===== src/rtl/sdc_pkg.sv =====
package sdc_pkg;
  localparam int unsigned SEG_W = 7;
  localparam int unsigned NIB_W = 4;

  localparam logic [SEG_W-1:0] SEG_MINUS = 7'b0111111;
  localparam logic [SEG_W-1:0] SEG_BLANK = 7'b1111111;

  function automatic logic [SEG_W-1:0] hex_to_seg(input logic [NIB_W-1:0] nib);
    logic [SEG_W-1:0] s;
    case (nib)
      4'h0: s = 7'b1000000;
      4'h1: s = 7'b1111001;
      4'h2: s = 7'b0100100;
      4'h3: s = 7'b0110000;
      4'h4: s = 7'b0011001;
      4'h5: s = 7'b0010010;
      4'h6: s = 7'b0000010;
      4'h7: s = 7'b1111000;
      4'h8: s = 7'b0000000;
      4'h9: s = 7'b0010000;
      4'hA: s = 7'b0001000;
      4'hB: s = 7'b0000011;
      4'hC: s = 7'b1000110;
      4'hD: s = 7'b0100001;
      4'hE: s = 7'b0000110;
      default: s = 7'b0001110;
    endcase
    return s;
  endfunction
endpackage


===== src/rtl/sdc_rst_sync.sv =====
module sdc_rst_sync #(
  parameter int unsigned STAGES = 2
) (
  input  logic clk,
  input  logic arst_n,
  output logic rst_sync_n
);
  logic [STAGES-1:0] pipe_q;
  logic [STAGES-1:0] pipe_d;

  always_comb begin
    pipe_d = {pipe_q[STAGES-2:0], 1'b1};
  end

  always_ff @(posedge clk or negedge arst_n) begin
    if (!arst_n) pipe_q <= '0;
    else         pipe_q <= pipe_d;
  end

  assign rst_sync_n = pipe_q[STAGES-1];
endmodule


===== src/rtl/sdc_count_core.sv =====
module sdc_count_core #(
  parameter int unsigned W = 12
) (
  input  logic         clk,
  input  logic         arst_n,
  input  logic         en,
  output logic [W-1:0] cnt_o,
  output logic         ovf_o
);
  localparam logic [W-1:0] MOST_NEG = {1'b1, {(W-1){1'b0}}};
  localparam logic [W-1:0] MOST_POS = ~MOST_NEG;
  localparam logic [W-1:0] ONE      = {{(W-1){1'b0}}, 1'b1};

  logic [W-1:0] cnt_q, cnt_d;
  logic         ovf_q, ovf_d;

  always_comb begin
    cnt_d = cnt_q;
    if (en) cnt_d = cnt_q - ONE;
    ovf_d = en && (cnt_q == MOST_NEG);
  end

  always_ff @(posedge clk or negedge arst_n) begin
    if (!arst_n) begin
      cnt_q <= '0;
      ovf_q <= 1'b0;
    end else begin
      cnt_q <= cnt_d;
      ovf_q <= ovf_d;
    end
  end

  assign cnt_o = cnt_q;
  assign ovf_o = ovf_q;


  dec_step_chk: assert property (@(posedge clk) disable iff (!arst_n)
    en |=> cnt_q == $past(cnt_q) - ONE);

  hold_chk: assert property (@(posedge clk) disable iff (!arst_n)
    !en |=> $stable(cnt_q));

  ovf_value_chk: assert property (@(posedge clk) disable iff (!arst_n)
    ovf_q |-> cnt_q == MOST_POS);

  ovf_pulse_chk: assert property (@(posedge clk) disable iff (!arst_n)
    ovf_q |=> !ovf_q);
endmodule


===== src/rtl/sdc_sign_mag.sv =====
module sdc_sign_mag #(
  parameter int unsigned W = 12
) (
  input  logic [W-1:0] val_i,
  output logic         neg_o,
  output logic [W-1:0] mag_o
);
  always_comb begin
    neg_o = val_i[W-1];
    mag_o = neg_o ? (~val_i + {{(W-1){1'b0}}, 1'b1}) : val_i;
  end
endmodule


===== src/rtl/sdc_hex_seg.sv =====
module sdc_hex_seg
  import sdc_pkg::*;
(
  input  logic [NIB_W-1:0] nib_i,
  output logic [SEG_W-1:0] seg_o
);
  always_comb seg_o = hex_to_seg(nib_i);
endmodule


===== src/rtl/sdc_signed_down_counter.sv =====
module sdc_signed_down_counter
  import sdc_pkg::*;
#(
  parameter int unsigned W = 12,
  localparam int unsigned NDIG = W / NIB_W
) (
  input  logic                  clk,
  input  logic                  rst_n,
  input  logic                  en,
  output logic [W-1:0]          count_o,
  output logic                  neg_o,
  output logic [W-1:0]          mag_o,
  output logic [NDIG*SEG_W-1:0] seg_mag_o,
  output logic [SEG_W-1:0]      seg_sign_o,
  output logic                  ovf_o
);
  logic rst_int_n;

  sdc_rst_sync #(.STAGES(2)) u_rst_sync (
    .clk       (clk),
    .arst_n    (rst_n),
    .rst_sync_n(rst_int_n)
  );

  sdc_count_core #(.W(W)) u_core (
    .clk   (clk),
    .arst_n(rst_int_n),
    .en    (en),
    .cnt_o (count_o),
    .ovf_o (ovf_o)
  );

  sdc_sign_mag #(.W(W)) u_sm (
    .val_i(count_o),
    .neg_o(neg_o),
    .mag_o(mag_o)
  );

  for (genvar i = 0; i < NDIG; i++) begin : g_dig
    sdc_hex_seg u_seg (
      .nib_i(mag_o[i*NIB_W +: NIB_W]),
      .seg_o(seg_mag_o[i*SEG_W +: SEG_W])
    );
  end

  assign seg_sign_o = neg_o ? SEG_MINUS : SEG_BLANK;


  mag_range_chk: assert property (@(posedge clk) disable iff (!rst_int_n)
    mag_o[W-1] |-> (mag_o[W-2:0] == '0) && neg_o);

  sign_seg_chk: assert property (@(posedge clk) disable iff (!rst_int_n)
    (count_o[W-1] == 1'b0) |-> seg_sign_o == SEG_BLANK);

  zero_disp_chk: assert property (@(posedge clk) disable iff (!rst_int_n)
    (count_o == '0) |-> !neg_o && (mag_o == '0));
endmodule


===== config.mk =====
export PLATFORM = sky130hd
export DESIGN_NAME = sdc_signed_down_counter
export DESIGN_NICKNAME = d
export VERILOG_FILES = /design/src/rtl/sdc_pkg.sv /design/src/rtl/sdc_rst_sync.sv /design/src/rtl/sdc_count_core.sv /design/src/rtl/sdc_sign_mag.sv /design/src/rtl/sdc_hex_seg.sv /design/src/rtl/sdc_signed_down_counter.sv
export SDC_FILE = /design/constraint.sdc
export NUM_CORES = 1
export LEC_CHECK = 0
export BUFFER_PORTS_ARGS = -buffer_cell sky130_fd_sc_hd__buf_2
export CAP_MARGIN = 0
export CELL_PAD_IN_SITES_DETAIL_PLACEMENT = 0
export CELL_PAD_IN_SITES_GLOBAL_PLACEMENT = 1
export CORE_ASPECT_RATIO = 1.25
export CORE_MARGIN = 4
export CORE_UTILIZATION = 30
export CTS_BUF_LIST = sky130_fd_sc_hd__clkbuf_16
export DETAILED_ROUTE_END_ITERATION = 10
export PLACE_DENSITY = 0.78
export SYNTH_ARGS = -nofsm -noshare
export SYNTH_HDL_FRONTEND = slang
export SYNTH_SLANG_ARGS = --single-unit

===== constraint.sdc =====
create_clock -name clk -period 2.9 [get_ports clk]
set_input_delay 0.29 -clock clk [delete_from_list [all_inputs] [get_ports clk]]
set_output_delay 0.29 -clock clk [all_outputs]
set_load 0.005 [all_outputs]

==> results of run 1 <==
## cell usage after synthesis, types with 3 or more instances
cell / number
xor2_1: 9
o22ai_1: 3
nand2_1: 17
nor2_1: 14
inv_1: 15
or3_1: 3
nand3_1: 5
nor3_1: 5
a21oi_1: 4
buf_4: 8
clkbuf_1: 4
xnor2_1: 11
dfrtp_1: 15
ha_1: 18
o21ai_0: 4
xor2_4: 3
o31ai_1: 4
mux2i_1: 9
## cell type report
type	count	share of cell area [%]
multi-input cells	146	54.44
flip-flops and latches	15	16.02
clock buffers	3	3.193
well taps	64	3.406
repair buffers	78	19.69
clock inverters	1	0.1597
inverters	19	3.087
## flip-flops by register name (all words and copies together) (netlist names)
| signal | cells |
|---|---|
| u_rst_sync.pipe_q | 2 |
| u_core.ovf_o | 1 |
| u_core.cnt_o | 12 |
## kinds of logic after synthesis
group,share of synthesized area (%)
buf+inv,9.962
mux,6.642
flops,22.14
simple gates,16.24
compound gates,16.31
xor+xnor,15.20
other cells,0.2212
fa+ha+maj,13.28
## per-layer routing
layer	track usage [%]	wire length, um	up-vias
met5	0	0	-
met4	0.8746	8	0
met3	2.741	208	2
met2	21.44	2374	28
met1	13.57	1596	737
li1	-	-	790
## per-stage QoR
stage | utilization (%) | cells | setup WS (ns) | instance area (um^2) | hold slack [ns]
6_report | 43.20 | 326 | 0.08560 | 2351 | 0.2276
3_3_place_gp | 38.07 | 309 | 0.1290 | 2072 | 0.07612
3_5_place_dp | 38.07 | 309 | 0.1036 | 2072 | 0.08308
4_1_cts | 40.18 | 315 | 0.004712 | 2187 | 0.2372
2_1_floorplan | - | 195 | 0.02576 | 1727 | -0.005591
5_1_grt | 43.20 | 326 | -0.06680 | 2351 | 0.2728
## worst max-delay path by stage
stage / slack (ns) / end / startpoint / cells past startpoint
6_report: 0.09 / seg_mag_o[20] / u_core.cnt_o[1] / 10
5_1_grt: -0.07 / seg_mag_o[17] / u_core.cnt_o[1] / 11
4_1_cts: 0.005 / seg_mag_o[17] / u_core.cnt_o[2] / 9
3_5_place_dp: 0.10 / seg_mag_o[17] / u_core.cnt_o[2] / 9
3_3_place_gp: 0.13 / seg_mag_o[17] / u_core.cnt_o[2] / 9
2_1_floorplan: 0.03 / seg_mag_o[17] / u_core.cnt_o[0] / 11
## repair_timing
item                       4_1_cts  5_1_grt
cloned                           0        0
hold endpoints to repair         2        0
hold buffers                     1        0
pin swaps                        1        9
gates resized for setup          5       16
setup endpoints to repair       10       11
buffers inserted                 1       11
==> key figures, run 1 <==
Yosys
  – Cell Area, Synth: 1695 um^2
  – Ys async rst share: 100.0%
  – Primary FF master, synth: dfrtp_1
  – Seq/Total Area, Yosys: 22.14%
  – Number of synthesized flops with an enable pin: 0
  – Synth unique cells: 49
  – Synth top area share: 22.14%
  – Top cells by area, synth: dfrtp_1 (22%), ha_1 (13%), xnor2_1 (5.7%)
  – Cells after Synth: 189
  – Syn_area_per_cell: 8.970 um^2
  – Synth area leader: dfrtp_1
  – Yosys reg bits: 15
  – Ys Warns: 0

Cells and area
  – Register area: 376.6 um^2
  – Diode count: 0
  – Multi-input gate area: 1280 um^2
  – Most frequent cells in the layout: buf_2 (50), buf_4 (27), nand2_1 (17)
  – Area growth from synthesis to layout: 38.67%
  – Commonest non-fill, non-tap cell in the layout: buf_2
  – Share of layout cells above drive strength 1: 44.27%
  – NumNets Final: 284
  – # fillers: 551

Floorplan
  – Die width: 75.24 um
  – Core ar.: 5443 um^2
  – I/O Pins: 57
  – Die area: 6926 um^2
  – Initial Utilization: 31.15%
  – Row cnt: 30
  – Die H: 92.05 um

Worst setup path
  – CP most frequent cell: inv_2
  – FF-to-FF path depth: 5
  – WP buf/inv: 3
  – Crit path kind: reg -> out
  – Setup crit end kind: output port
  – Worst r2r src: u_core.cnt_o[2]
  – Crit-path max FO: 6
  – CP Launch Type: flop
  – Worst reg2reg setup slack: 1.04 ns
  – Worst path max stage delay: 0.53 ns
  – Crit path arrival time: 2.52 ns
  – WP data required: 2.61 ns
  – CP max stage cell: or4b_4
  – Critical R2R Capture: u_core.cnt_o[7]
  – Worst path cell trace: inv_2 -> ha_4 -> or4b_4 -> o21ai_4 -> xnor2_4 -> inv_2 -> ha_1 -> mux2i_1 -> o22ai_1 -> buf_2
  – Top delay family on crit path: simple AND/OR/NAND/NOR gates

Route
  – Post-DRT Antenna Nets: 0
  – DRC Markers: 0
  – Drt wl/cell: 12.84 um
  – Drt first pass iters: 4
  – Via-per-instance ratio: 4.776
  – DRT iter0 DRCs: 44
  – Post-Route WL: 4.187 mm
  – Vias post-DR: 1557

Clock tree
  – Worst-path clk slew: 0.05 ns
  – Depth of the CTS H-tree: 1
  – CTS Sinks: 15
  – Clock Latency Late Sink: 0.24 ns
  – TritonCTS buffer count: 3
  – Root Driver: clkbuf_16
  – Max clock buf depth: 2
  – CTS tree: yes

STA
  – Setup TNS: 0 ns
  – Clk_skew: 0.001976 ns
  – Headroom to the max-slew limit: 62.81%
  – Fmax: 355.3 MHz
  – Final count of hold timing violations: 0
  – Tcrit/Tclk final: 97.05%
  – # setup viols final: 0
  – Fin. max-slew vios: 0
  – Least-Margin Pin Slew: 0.5578 ns
  – Unrepaired setup endpoints after global routing: true
  – Tmin final: 2.814 ns

GRT
  – Gr ovfl total: 0
  – Number of global-route vias before repair: 1451
  – GRT Util Overall: 11.53%
  – First-pass GRT wire length: 6.582 mm
  – Largest net degree at the start of global routing: 17
  – Antenna violations before repair: 0

Flow run
  – Max cap viols: 0

Min path
  – Hold Crit Class: reg -> async

Placement
  – Gp weighted congestion: 0.7549
  – Port-buffer cells: 50
  – Post-DP HPWL: 3.193 mm

Status
  – Outcome: complete, no violations
Power of run 1 is not shown: default switching activity piles up to over one toggle a cycle in this logic, so the estimate is an artifact.
==> run 2: changes to the inputs <==
- CORE_ASPECT_RATIO: 1.25 -> 1.5
==> key figures, run 2 (synthesized netlist as in run 1, its figures left out) <==
Floorplan
  – Die H: 100.1 um (was 92.05 um)
  – I/O Pins: 57 (unchanged)
  – Die area: 6943 um^2 (was 6926 um^2)
  – Core ar.: 5492 um^2 (was 5443 um^2)
  – Initial Utilization: 30.87% (was 31.15%)
  – Die width: 69.38 um (was 75.24 um)
  – Row cnt: 33 (was 30)

STA
  – Unrepaired setup endpoints after global routing: true (unchanged)
  – Least-Margin Pin Slew: 0.5282 ns (was 0.5578 ns)
  – Headroom to the max-slew limit: 64.78% (was 62.81%)
  – Fmax: 353.5 MHz (was 355.3 MHz)
  – Setup TNS: 0 ns (unchanged)
  – Fin. max-slew vios: 0 (unchanged)
  – # setup viols final: 0 (unchanged)
  – Tmin final: 2.829 ns (was 2.814 ns)
  – Tcrit/Tclk final: 97.56% (was 97.05%)
  – Clk_skew: 0.001360 ns (was 0.001976 ns)
  – Final count of hold timing violations: 0 (unchanged)

Cells and area
  – Most frequent cells in the layout: buf_2 (50), buf_4 (22), nand2_1 (17) (was buf_2 (50), buf_4 (27), nand2_1 (17))
  – Area growth from synthesis to layout: 36.90% (was 38.67%)
  – Diode count: 0 (unchanged)
  – NumNets Final: 279 (was 284)
  – Share of layout cells above drive strength 1: 42.80% (was 44.27%)
  – Number of flip-flops under the largest register name: 12 (unchanged)
  – Commonest non-fill, non-tap cell in the layout: buf_2 (unchanged)

Clock tree
  – CTS Sinks: 15 (unchanged)
  – Clock Latency Late Sink: 0.25 ns (was 0.24 ns)
  – TritonCTS buffer count: 3 (unchanged)
  – Root Driver: clkbuf_16 (unchanged)
  – Max clock buf depth: 2 (unchanged)
  – CTS tree: yes (unchanged)
  – Worst-path clk slew: 0.05 ns (about the same)
  – Depth of the CTS H-tree: 1 (unchanged)

Worst setup path
  – Worst setup path start: u_core.cnt_o[6] (was u_core.cnt_o[1])
  – CP endpoint: seg_mag_o[17] (was seg_mag_o[20])
  – WP data required: 2.61 ns (about the same)
  – CP Launch Type: flop (unchanged)
  – Crit path arrival time: 2.54 ns (was 2.52 ns)
  – Worst path cell trace: or4_4 -> o41ai_4 -> xnor2_2 -> inv_2 -> ha_4 -> inv_2 -> mux2i_1 -> mux2i_1 -> buf_2 (was inv_2 -> ha_4 -> or4b_4 -> o21ai_4 -> xnor2_4 -> inv_2 -> ha_1 -> mux2i_1 -> o22ai_1 -> buf_2)
  – Setup crit end kind: output port (unchanged)
  – Crit path kind: reg -> out (unchanged)
  – Worst r2r src: u_core.cnt_o[3] (was u_core.cnt_o[2])
  – Worst path depth: 9 (was 10)
  – WP buf/inv: 3 (unchanged)
  – Crit-path max FO: 4 (was 6)
  – Top delay family on crit path: simple AND/OR/NAND/NOR gates (unchanged)
  – Worst path max stage delay: 0.56 ns (was 0.53 ns)
  – CP max stage cell: or4_4 (was or4b_4)
  – Worst reg2reg setup slack: 1.04 ns (about the same)
  – Critical R2R Capture: u_core.cnt_o[7] (unchanged)
  – FF-to-FF path depth: 5 (unchanged)

Route
  – DRC Markers: 0 (unchanged)
  – Post-Route WL: 4.131 mm (was 4.187 mm)
  – Drt first pass iters: 4 (unchanged)
  – Post-DRT Antenna Nets: 0 (unchanged)
  – Vias post-DR: 1554 (was 1557)
  – DRT iter0 DRCs: 27 (was 44)
  – Via-per-instance ratio: 4.752 (was 4.776)
  – Drt wl/cell: 12.63 um (was 12.84 um)

GRT
  – Number of global-route vias before repair: 1538 (was 1451)
  – First-pass GRT wire length: 6.831 mm (was 6.582 mm)
  – Met2 usage: 22.65% (was 21.44%)
  – Antenna violations before repair: 0 (unchanged)
  – GR Util met3: 1.102% (was 2.741%)
  – GR Util met1: 13.23% (was 13.57%)
  – GRT Util Overall: 11.54% (was 11.53%)
  – Largest net degree at the start of global routing: 17 (unchanged)
  – Gr ovfl total: 0 (unchanged)
  – GRT busiest layer: met2 (unchanged)

Placement
  – Post-DP HPWL: 3.272 mm (was 3.193 mm)
  – Port-buffer cells: 50 (unchanged)
  – Gp weighted congestion: 0.7812 (was 0.7549)

Flow run
  – Max cap viols: 0 (unchanged)

Status
  – Outcome: complete, no violations (unchanged)

Min path
  – Hold Crit Class: reg -> async (unchanged)
[run 2: cell types whose count changed in the layout (fill, tap and decap cells not counted)]
cell	change
inv_2	-1
buf_4	-5
clkinv_1	+1
[run 2: layout make-up]
cell class              instances  area, um^2
clock buffers                   3       75.07
clock inverters                 1       3.754
fillers                       560        3171
inverters                      19       72.57
multi-input cells             146        1280
flip-flops and latches         15       376.6
well taps                      70       87.58
repair buffers                 73       425.4
[run 2: timing repair]
| action | 4_1_cts | 5_1_grt |
|---|---|---|
| hold buffers | 1 | 0 |
| endpoints found under the setup margin | 3 | 10 |
| pin swaps | 1 | 7 |
| buffers inserted | 1 | 3 |
| gates cloned | 0 | 0 |
| gates resized for setup | 4 | 16 |
| endpoints found under the hold margin | 2 | 0 |
[run 2: worst min path at each step]
| stage | end | slack, ns | depth (start not counted) |
|---|---|---|---|
| 6_report | u_core.ovf_o | 0.22 | 0 |
| 5_1_grt | u_core.ovf_o | 0.27 | 0 |
| 4_1_cts | u_core.ovf_o | 0.24 | 0 |
| 3_5_place_dp | u_rst_sync.pipe_q[1] | 0.08 | 1 |
| 3_3_place_gp | u_rst_sync.pipe_q[1] | 0.08 | 1 |
| 2_1_floorplan | u_rst_sync.pipe_q[0] | -0.006 | 0 |
[run 2: worst reg2reg max path, cell delays in order (launching register included)]
cell     delay (ns)
dfrtp_1        0.47
or3_4          0.42
nor3_2         0.22
nand2_1        0.15
or3_1          0.35
xnor2_1        0.14
[run 2: per-stage QoR]
step | worst slack [ns] | utilization, % | std cells | hold slack [ns] | area [um^2]
after floorplan | 0.02576 | - | 195 | -0.005591 | 1727
after global placement | 0.2231 | 38.28 | 318 | 0.07783 | 2102
after detailed placement | 0.1713 | 38.28 | 318 | 0.07941 | 2102
after CTS | 0.001533 | 40.37 | 324 | 0.2375 | 2217
after global routing | -0.03579 | 42.26 | 327 | 0.2702 | 2321
final | 0.07083 | 42.26 | 327 | 0.2156 | 2321
[run 2: per-layer routing]
metal  wire (um)  vias to the layer above  part of all wire [%]
met3         154                        5                   3.7
li1            -                      772                     -
met2        2263                       36                    55
met5           0                        -                     0
met4          40                        0                  0.97
met1        1671                      741                    40
Power of run 2 is left out for the same reason.
